File: src/rtl/hbc_pkg.sv
// Shared encodings for the hazard/bypass controller.
// Assumes a two-bit instruction class and a two-bit operand select.
package hbc_pkg;

    typedef enum logic [1:0] {
        CLS_ALU    = 2'b00,
        CLS_LOAD   = 2'b01,
        CLS_STORE  = 2'b10,
        CLS_BRANCH = 2'b11
    } icls_e;

    typedef enum logic [1:0] {
        FWD_RF  = 2'b00,
        FWD_MEM = 2'b01,
        FWD_WB  = 2'b10
    } fwd_e;

    // Second source needed at decode time: ALU operand or branch compare.
    function automatic logic needs_b_early(input logic [1:0] cls);
        return (cls == CLS_ALU) || (cls == CLS_BRANCH);
    endfunction

    // First source read in execute: ALU operand or address base.
    function automatic logic ex_reads_a(input logic [1:0] cls);
        return cls != CLS_BRANCH;
    endfunction

    // Second source read in execute: ALU operand or store data.
    function automatic logic ex_reads_b(input logic [1:0] cls);
        return (cls == CLS_ALU) || (cls == CLS_STORE);
    endfunction

endpackage

File: src/rtl/hbc_ex_bypass.sv
// Execute-stage operand source select for one operand.
// Does: picks the youngest in-flight writer of the operand's register.
// Assumes: a load in memory never feeds an ALU operand (hazard unit stalls);
// when it feeds store data the memory-stage select repairs the value.
module hbc_ex_bypass
    import hbc_pkg::*;
#(
    parameter int RW = 5
) (
    input  logic          clk,
    input  logic          rst_n,
    input  logic          use_i,
    input  logic [RW-1:0] src_i,
    input  logic          mem_we_i,
    input  logic [RW-1:0] mem_rd_i,
    input  logic          mem_load_i,
    input  logic          wb_we_i,
    input  logic [RW-1:0] wb_rd_i,
    output logic [1:0]    sel_o
);

    logic mem_hit;
    logic wb_hit;

    // Match the operand against each older writer, register 0 excluded.
    always_comb begin
        mem_hit = use_i && (src_i != '0) && mem_we_i && (mem_rd_i == src_i);
        wb_hit  = use_i && (src_i != '0) && wb_we_i && (wb_rd_i == src_i);
    end

    // Youngest writer wins; a memory-stage load hides older writers.
    always_comb begin
        if (mem_hit) begin
            sel_o = mem_load_i ? FWD_RF : FWD_MEM;
        end else if (wb_hit) begin
            sel_o = FWD_WB;
        end else begin
            sel_o = FWD_RF;
        end
    end

    p_sel_nonzero_r9: assert property (@(posedge clk) disable iff (!rst_n)
        (sel_o != FWD_RF) |-> (src_i != '0));

    p_mem_not_load_r3: assert property (@(posedge clk) disable iff (!rst_n)
        (sel_o == FWD_MEM) |-> !mem_load_i);

    p_unused_rf_r11: assert property (@(posedge clk) disable iff (!rst_n)
        !use_i |-> (sel_o == FWD_RF));

endmodule

File: src/rtl/hbc_id_bypass.sv
// Decode-stage branch compare operand select for one operand.
// Does: flags when a branch source can take the memory-stage ALU result.
// Assumes: a match in execute or on a memory-stage load stalls instead.
module hbc_id_bypass
    import hbc_pkg::*;
#(
    parameter int RW = 5
) (
    input  logic          clk,
    input  logic          rst_n,
    input  logic          is_branch_i,
    input  logic [RW-1:0] src_i,
    input  logic          ex_we_i,
    input  logic [RW-1:0] ex_rd_i,
    input  logic          mem_we_i,
    input  logic [RW-1:0] mem_rd_i,
    input  logic [1:0]    mem_cls_i,
    output logic          sel_o
);

    logic ex_hit;
    logic mem_alu_hit;

    // Youngest writer in execute blocks the bypass; only ALU results qualify.
    always_comb begin
        ex_hit      = (src_i != '0) && ex_we_i && (ex_rd_i == src_i);
        mem_alu_hit = (src_i != '0) && mem_we_i && (mem_rd_i == src_i)
                      && (mem_cls_i != CLS_LOAD);
        sel_o       = is_branch_i && mem_alu_hit && !ex_hit;
    end

    p_br_sel_branch_r7: assert property (@(posedge clk) disable iff (!rst_n)
        sel_o |-> is_branch_i);

    p_br_sel_zero_r9: assert property (@(posedge clk) disable iff (!rst_n)
        sel_o |-> (src_i != '0));

endmodule

File: src/rtl/hbc_hazard.sv
// Decode-stage hazard detection.
// Does: raises a stall when decode needs a value not yet producible:
// a load result for an operand, address base or branch compare, or any
// execute-stage result (or memory-stage load) for a decode branch compare.
// Assumes: store data is exempt, since it is repaired at the memory stage.
module hbc_hazard
    import hbc_pkg::*;
#(
    parameter int RW = 5
) (
    input  logic          clk,
    input  logic          rst_n,
    input  logic [1:0]    id_cls_i,
    input  logic [RW-1:0] id_rs1_i,
    input  logic [RW-1:0] id_rs2_i,
    input  logic [1:0]    ex_cls_i,
    input  logic [RW-1:0] ex_rd_i,
    input  logic          ex_we_i,
    input  logic [1:0]    mem_cls_i,
    input  logic [RW-1:0] mem_rd_i,
    input  logic          mem_we_i,
    output logic          stall_o
);

    logic ex_hit_a;
    logic ex_hit_b;
    logic mem_hit_a;
    logic mem_hit_b;
    logic load_use;
    logic branch_wait;
    logic id_branch;

    // Per-source matches against the execute and memory writers.
    always_comb begin
        ex_hit_a  = (id_rs1_i != '0) && ex_we_i && (ex_rd_i == id_rs1_i);
        ex_hit_b  = (id_rs2_i != '0) && ex_we_i && (ex_rd_i == id_rs2_i);
        mem_hit_a = (id_rs1_i != '0) && mem_we_i && (mem_rd_i == id_rs1_i);
        mem_hit_b = (id_rs2_i != '0) && mem_we_i && (mem_rd_i == id_rs2_i);
        id_branch = (id_cls_i == CLS_BRANCH);
    end

    // Load-use: first source always read early, second only if not store data.
    always_comb begin
        load_use = (ex_cls_i == CLS_LOAD)
                   && (ex_hit_a || (needs_b_early(id_cls_i) && ex_hit_b));
    end

    // Branch compare waits on any execute writer or a memory-stage load.
    always_comb begin
        branch_wait = id_branch
                      && ((ex_hit_a || ex_hit_b)
                          || ((mem_cls_i == CLS_LOAD) && (mem_hit_a || mem_hit_b)));
        stall_o     = load_use || branch_wait;
    end

    p_zero_no_stall_r9: assert property (@(posedge clk) disable iff (!rst_n)
        ((id_rs1_i == '0) && (id_rs2_i == '0)) |-> !stall_o);

    p_store_data_free_r3: assert property (@(posedge clk) disable iff (!rst_n)
        ((id_cls_i == CLS_STORE) && (id_rs1_i != ex_rd_i)) |-> !stall_o);

    p_branch_after_alu_r7: assert property (@(posedge clk) disable iff (!rst_n)
        ((id_cls_i == CLS_BRANCH) && ex_we_i && (ex_cls_i == CLS_ALU)
         && (ex_rd_i != '0) && (id_rs1_i == ex_rd_i)) |-> stall_o);

    p_load_base_r5: assert property (@(posedge clk) disable iff (!rst_n)
        ((ex_cls_i == CLS_LOAD) && ex_we_i && (ex_rd_i != '0)
         && (id_rs1_i == ex_rd_i)) |-> stall_o);

endmodule

File: src/rtl/hazard_bypass_ctrl.sv
// Top of the hazard and operand bypass controller.
// Does: combines decode hazard detection, execute operand selects, branch
// compare selects in decode and the memory-stage store-data select.
// Assumes: stage registers are held by the core; stall holds PC and the
// fetch/decode register, bubble clears the execute-stage controls.
module hazard_bypass_ctrl
    import hbc_pkg::*;
#(
    parameter int RW = 5
) (
    input  logic          clk,
    input  logic          rst_n,
    input  logic [1:0]    id_cls,
    input  logic [RW-1:0] id_rs1,
    input  logic [RW-1:0] id_rs2,
    input  logic [1:0]    ex_cls,
    input  logic [RW-1:0] ex_rd,
    input  logic          ex_we,
    input  logic [RW-1:0] ex_rs1,
    input  logic [RW-1:0] ex_rs2,
    input  logic [1:0]    mem_cls,
    input  logic [RW-1:0] mem_rd,
    input  logic          mem_we,
    input  logic [RW-1:0] mem_rs2,
    input  logic [RW-1:0] wb_rd,
    input  logic          wb_we,
    output logic          stall,
    output logic          bubble,
    output logic [1:0]    ex_sel_a,
    output logic [1:0]    ex_sel_b,
    output logic          mem_sd_sel,
    output logic          id_br_sel_a,
    output logic          id_br_sel_b
);

    localparam int NOPND = 2;

    logic [RW-1:0] ex_src  [NOPND];
    logic          ex_use  [NOPND];
    logic [1:0]    ex_sel  [NOPND];
    logic [RW-1:0] id_src  [NOPND];
    logic          br_sel  [NOPND];
    logic          hz_stall;
    logic          mem_load;

    // Gather per-operand sources and execute usage flags.
    always_comb begin
        ex_src[0] = ex_rs1;
        ex_src[1] = ex_rs2;
        ex_use[0] = ex_reads_a(ex_cls);
        ex_use[1] = ex_reads_b(ex_cls);
        id_src[0] = id_rs1;
        id_src[1] = id_rs2;
        mem_load  = (mem_cls == CLS_LOAD);
    end

    hbc_hazard #(.RW(RW)) u_hazard (
        .clk       (clk),
        .rst_n     (rst_n),
        .id_cls_i  (id_cls),
        .id_rs1_i  (id_rs1),
        .id_rs2_i  (id_rs2),
        .ex_cls_i  (ex_cls),
        .ex_rd_i   (ex_rd),
        .ex_we_i   (ex_we),
        .mem_cls_i (mem_cls),
        .mem_rd_i  (mem_rd),
        .mem_we_i  (mem_we),
        .stall_o   (hz_stall)
    );

    for (genvar g = 0; g < NOPND; g++) begin : g_opnd
        hbc_ex_bypass #(.RW(RW)) u_ex_byp (
            .clk        (clk),
            .rst_n      (rst_n),
            .use_i      (ex_use[g]),
            .src_i      (ex_src[g]),
            .mem_we_i   (mem_we),
            .mem_rd_i   (mem_rd),
            .mem_load_i (mem_load),
            .wb_we_i    (wb_we),
            .wb_rd_i    (wb_rd),
            .sel_o      (ex_sel[g])
        );

        hbc_id_bypass #(.RW(RW)) u_id_byp (
            .clk         (clk),
            .rst_n       (rst_n),
            .is_branch_i (id_cls == CLS_BRANCH),
            .src_i       (id_src[g]),
            .ex_we_i     (ex_we),
            .ex_rd_i     (ex_rd),
            .mem_we_i    (mem_we),
            .mem_rd_i    (mem_rd),
            .mem_cls_i   (mem_cls),
            .sel_o       (br_sel[g])
        );
    end

    // Store in memory takes its data from whatever writeback now carries.
    always_comb begin
        mem_sd_sel = (mem_cls == CLS_STORE) && (mem_rs2 != '0)
                     && wb_we && (wb_rd == mem_rs2);
    end

    // Drive the outputs; the bubble follows the freeze one for one.
    always_comb begin
        stall       = hz_stall;
        bubble      = hz_stall;
        ex_sel_a    = ex_sel[0];
        ex_sel_b    = ex_sel[1];
        id_br_sel_a = br_sel[0];
        id_br_sel_b = br_sel[1];
    end

    p_sd_store_only_r3: assert property (@(posedge clk) disable iff (!rst_n)
        mem_sd_sel |-> ((mem_cls == CLS_STORE) && wb_we));

    p_sd_zero_r9: assert property (@(posedge clk) disable iff (!rst_n)
        mem_sd_sel |-> (wb_rd != '0));

endmodule

File: config.mk
export PLATFORM = sky130hd
export DESIGN_NAME = hazard_bypass_ctrl
export DESIGN_NICKNAME = d
export VERILOG_FILES = /design/src/rtl/hbc_pkg.sv /design/src/rtl/hbc_ex_bypass.sv /design/src/rtl/hbc_id_bypass.sv /design/src/rtl/hbc_hazard.sv /design/src/rtl/hazard_bypass_ctrl.sv
export SDC_FILE = /design/constraint.sdc
export NUM_CORES = 1
export LEC_CHECK = 0
export ABC_AREA = 1
export CORE_ASPECT_RATIO = 1.25
export CORE_MARGIN = 3
export CORE_UTILIZATION = 40
export DETAILED_ROUTE_END_ITERATION = 12
export PLACE_DENSITY = 0.87
export SYNTH_ARGS = -nofsm -noshare
export SYNTH_HDL_FRONTEND = slang
export SYNTH_HIERARCHICAL = 1
export SYNTH_SLANG_ARGS = --single-unit
File: constraint.sdc
create_clock -name vclk -period 0.8
set_input_delay 0.08 -clock vclk [all_inputs]
set_output_delay 0.08 -clock vclk [all_outputs]
set_load 0.1 [all_outputs]
Word level (Yosys, flattened, before mapping)
Index checks and enable logic that the tools add are counted.

storage, ports and cells
  register bits = 0
  input bits = 51
  output and inout bits = 9
  word-level logic and storage cells = 68

cells by class
  equality and inequality tests = 16
  mux-type cells = 5
  reductions and logical operators = 47

operators by type and width
  cell                                                                      count
  5-bit == test                                                             9
  1-bit logical AND                                                         31
  5-bit nonzero test                                                        5
  2-bit 2-to-1 mux                                                          4
  1-bit logical OR                                                          7
  2-bit == test (second input constant)                                     3
  2-bit by 1-bit == test with 1-bit output (second input constant)          2
  2-bit logical NOT                                                         2
  1-bit logical NOT                                                         2
  2-bit by 1-bit inequality test with 1-bit output (second input constant)  1
  2-bit inequality test (second input constant)                             1
  1-bit 2-to-1 mux                                                          1

Depth between registers and ports, before layout
  depth after elaboration = 8
  mapped depth = 12
  gate-level depth less buffers = 11

By module
The synthesis kept the hierarchy.

by module, submodules not included
  module              instances  cells an instance  area each (µm²)  seq. area each (µm²)
  hbc_ex_bypass       2          55                 242.7            0.0
  hbc_hazard          1          90                 424.2            0.0
  hbc_id_bypass       2          47                 207.7            0.0
  hazard_bypass_ctrl  1          37                 155.1            0.0

Worst setup path after synthesis
No wires, ideal clock.

  kind = input -> output
  from = input port ex_rd[3]
  to = output port stall
  arrival time = 1.714 ns
  setup slack = -0.994 ns
  cell stages on the path = 11
  path buffers = 1
  path through = inv_1 nand2_1 o21ai_0 nor2_1 nand2_1 nor2_1 nor2_1 nand2_1 nand2_1 nand2_1 buf_4

between the ends
  cells in the longest elaborated chain, start to end = 6
  elaborated cells between the ends (all ways) = 11
  classes of those cells = eq/ne (2); reduce/logical (9)

ends and longest elaborated chain
  what                                                   line                                RTL
  start, declared                                        hazard_bypass_ctrl.sv:17            input logic [RW-1:0] ex_rd,
  5-bit == test (on tied branches)                       hbc_hazard.sv:36, hbc_hazard.sv:35
  1-bit logical AND (on tied branches)                   hbc_hazard.sv:36, hbc_hazard.sv:35
  1-bit logical AND or 1-bit logical OR (tied branches)  hbc_hazard.sv:45, hbc_hazard.sv:51
  1-bit logical OR (on tied branches)                    hbc_hazard.sv:45, hbc_hazard.sv:52
  1-bit logical AND (on tied branches)                   hbc_hazard.sv:45, hbc_hazard.sv:51
  1-bit logical OR *                                     hbc_hazard.sv:53                    stall_o = load_use || branch_wait;
  end, declared                                          hazard_bypass_ctrl.sv:27            output logic stall,

Mark *: on every way between the ends. The rest lies on a longest branch, timed or not.

Worst setup path in the final report
  from = input port mem_rd[4]
  to = output port stall

between the ends
  cells in the longest elaborated chain, start to end = 7
  elaborated cells between the ends (all ways) = 9
  classes of those cells = eq/ne (2); reduce/logical (7)

ends and longest elaborated chain
  what                                  line                                RTL
  start, declared                       hazard_bypass_ctrl.sv:22            input logic [RW-1:0] mem_rd,
  5-bit == test (on tied branches)      hbc_hazard.sv:37, hbc_hazard.sv:38
  1-bit logical AND (on tied branches)  hbc_hazard.sv:37, hbc_hazard.sv:38
  1-bit logical OR *                    hbc_hazard.sv:52                    || ((mem_cls_i == CLS_LOAD) && (mem_hit_a || mem_hit_b)));
  1-bit logical AND *                   hbc_hazard.sv:52
  1-bit logical OR *                    hbc_hazard.sv:52
  1-bit logical AND *                   hbc_hazard.sv:51                    && ((ex_hit_a || ex_hit_b)
  1-bit logical OR *                    hbc_hazard.sv:53

Marks and branches as above.

==> reports/qor.csv <==
stage,metric,value,unit
outcome,status,"complete, but fails checks",
outcome,violations,setup timing,
timing,relSlewSlack,72.1,%
pwr,p_per_area,493,mW/mm^2
pwr,ir_drop,0.370,mV
logic_synthesis,synth_cell_type_count,18,
cells_and_area,antenna_cells,0,
timing,setup_ws,-593,ps
cells_and_area,syn_to_final_growth,81.9,%
global_routing,grt_pass1_vias,2221,
logic_synthesis,yosysTopAreaCellShare,33.7,%
logic_synthesis,synth_area_leader_cell,nand2_1,
worst_hold_path,hold_path_depth,4,
floorplanning,fp.dieH,74.0,microns
logic_synthesis,synthTopCellsByArea,"nand2_1 (34%), inv_1 (17%), nor2_1 (11%)",
worst_setup_path,cp_max_fo,6,
timing,fmax,0.718,GHz
cells_and_area,seq_cells,0,
place,placed_cell_area,0.00252,sq mm
timing,timing.hold.ws,593,ps
timing,fin_crit,1390,ps
cells_and_area,regArea,0,sq um
logic_synthesis,yosysSeqAreaShare,0,%
detailed_routing,first_iter_violations,283,
worst_hold_path,hold_path_class,in2out,
global_routing,grt_antenna_before_repair,0,
worst_setup_path,arrival,1310,ps
worst_setup_path,cp.required,720,ps
cells_and_area,num-clock-buffers,0,
timing,drv_slew,0,
logic_synthesis,synthCells,331,
logic_synthesis,yosysMostFrequentCell,nand2_1,
global_routing,grt_max_degree,9,
detailed_routing,via_per_inst,4.97,
detailed_routing,wl,6040,microns
cells_and_area,drive_gt1_share,39.3,%
logic_synthesis,yosys-top-cells-count,"nand2_1 (133), inv_1 (69), nor2_1 (45)",
worst_setup_path,endpoint_kind,output port,
floorplanning,rows,24,
place,hpwlAfterDp,4190,microns
timing,min_period_over_period,174,%
floorplanning,die-width,60.4,microns
detailed_routing,wire_per_inst,12.9,microns
place,port_buffers,58,
timing,setup_viol,9,
logic_synthesis,yosysWarnings,6,
logic_synthesis,syn_area_per_cell,4.47,sq um
timing,finalSetupTns,-3900,ps
worst_setup_path,criticalPathCategory,in2out,
timing,finalHoldViolations,0,
worst_hold_path,holdPathEnd,mem_sd_sel,
detailed_routing,ant_nets,0,
job,cap_violations,0,
cells_and_area,final_core_util,76.6,%
logic_synthesis,syn-num-nets,383,
detailed_routing,dr_total_vias,2319,
worst_setup_path,startpoint_type,input port,
global_routing,groute.usage.overall,26.4,%
floorplanning,ios,60,
logic_synthesis,syn-cell-area,0.00148,sq mm
place,routabilityCongestion,0.882,
floorplanning,dieArea,0.00447,sq mm
timing,tightest_slew,417,ps
global_routing,grt_first_pass_wirelength,9320,microns
detailed_routing,first_pass_iters,6,
floorplanning,core-area,0.00351,sq mm
detailed_routing,drc,0,
global_routing,grt_overflow,0,
pwr,leakagePower,1.57,nW
timing,rsz0062_at_grt,true,
cells_and_area,finalInstanceArea,0.00269,sq mm
worst_hold_path,hold_start,mem_rs2[4],
floorplanning,start_util,42.1,%
cells_and_area,finish.net_count,482,
[per-layer routing]
metal  global-route usage (%)  wire [microns]  up-vias
met5                        0               0        -
met4                     10.6             244        0
met3                     2.60             475       28
met2                     51.4            3140      122
met1                     28.1            2180     1022
li1                         -               -     1147
[where the power goes]
group | switching, mW | internal [mW]
combinational | 0.718 | 0.609
sequential | 0 | 0
clock | 0 | 0
total | 0.718 | 0.609
[through the flow]
step	total power, mW	setup slack [ps]	instances
2_1_floorplan	0.550	-424	331
3_3_place_gp	1.15	-937	456
3_5_place_dp	1.18	-975	456
4_1_cts	1.23	-531	466
5_1_grt	1.44	-622	467
6_report	1.33	-593	467
[critical path: stages]
cell and delay [ps]:
buf_6 120, inv_1 60, nand2_1 80, nand2_1 90, nand2_1 90, nor2_1 150, nand2_1 80, nand2_1 70
nand2_1 70, nand2_1 80, nand2_2 90, nand2_8 90, buf_12 170
[cell type report]
cell class / instances / area, sq um
Multi-Input combinational cell: 249 / 1370
Timing Repair Buffer: 98 / 948
Fill cell: 228 / 821
Inverter: 81 / 327
Tap cell: 39 / 48.8
[cell families (layout without fill, tap and decap cells)]
family,count (synthesis),in the layout,share of synthesized area [%]
buf+inv,82,179,21.0
fa+ha+maj,1,1,0.845
xor+xnor,24,24,14.2
compound gates,5,5,1.69
simple gates,219,219,62.2
[what timing repair did]
action,in CTS,in global routing
buffers inserted,9,3
setup endpoints to repair,9,9
pin swaps,49,40
gates resized for setup,197,47
cloned,1,0
hold buffers,0,0
[worst max-delay path by stage]
stage	from	end	slack [ps]	depth (start not counted)
after detailed placement	ex_rd[4]	stall	-970	10
final	mem_rd[4]	stall	-590	13
after global routing	id_rs2[1]	stall	-620	12
after floorplan	ex_rs2[1]	ex_sel_b[0]	-420	6
after CTS	mem_rd[4]	stall	-530	12
after global placement	ex_rd[4]	bubble	-940	10
[placed cells by master, fill, tap and decap left out, types with 3 or more instances in the layout]
| cell type | n |
|---|---|
| buf_2 | 16 |
| nand3_1 | 9 |
| xor2_1 | 8 |
| buf_6 | 13 |
| nand2_1 | 125 |
| xnor2_2 | 6 |
| buf_4 | 36 |
| xnor2_1 | 10 |
| o21ai_1 | 3 |
| nand3_2 | 10 |
| clkdlybuf4s15_1 | 5 |
| nor2_1 | 33 |
| buf_12 | 12 |
| nand2_2 | 12 |
| inv_2 | 24 |
| nor2_4 | 5 |
| inv_1 | 53 |
| clkbuf_2 | 4 |
| nand4_1 | 4 |
| nor2_2 | 15 |
| dlygate4sd2_1 | 7 |
No activity file was read; power rests on OpenSTA's default activity.
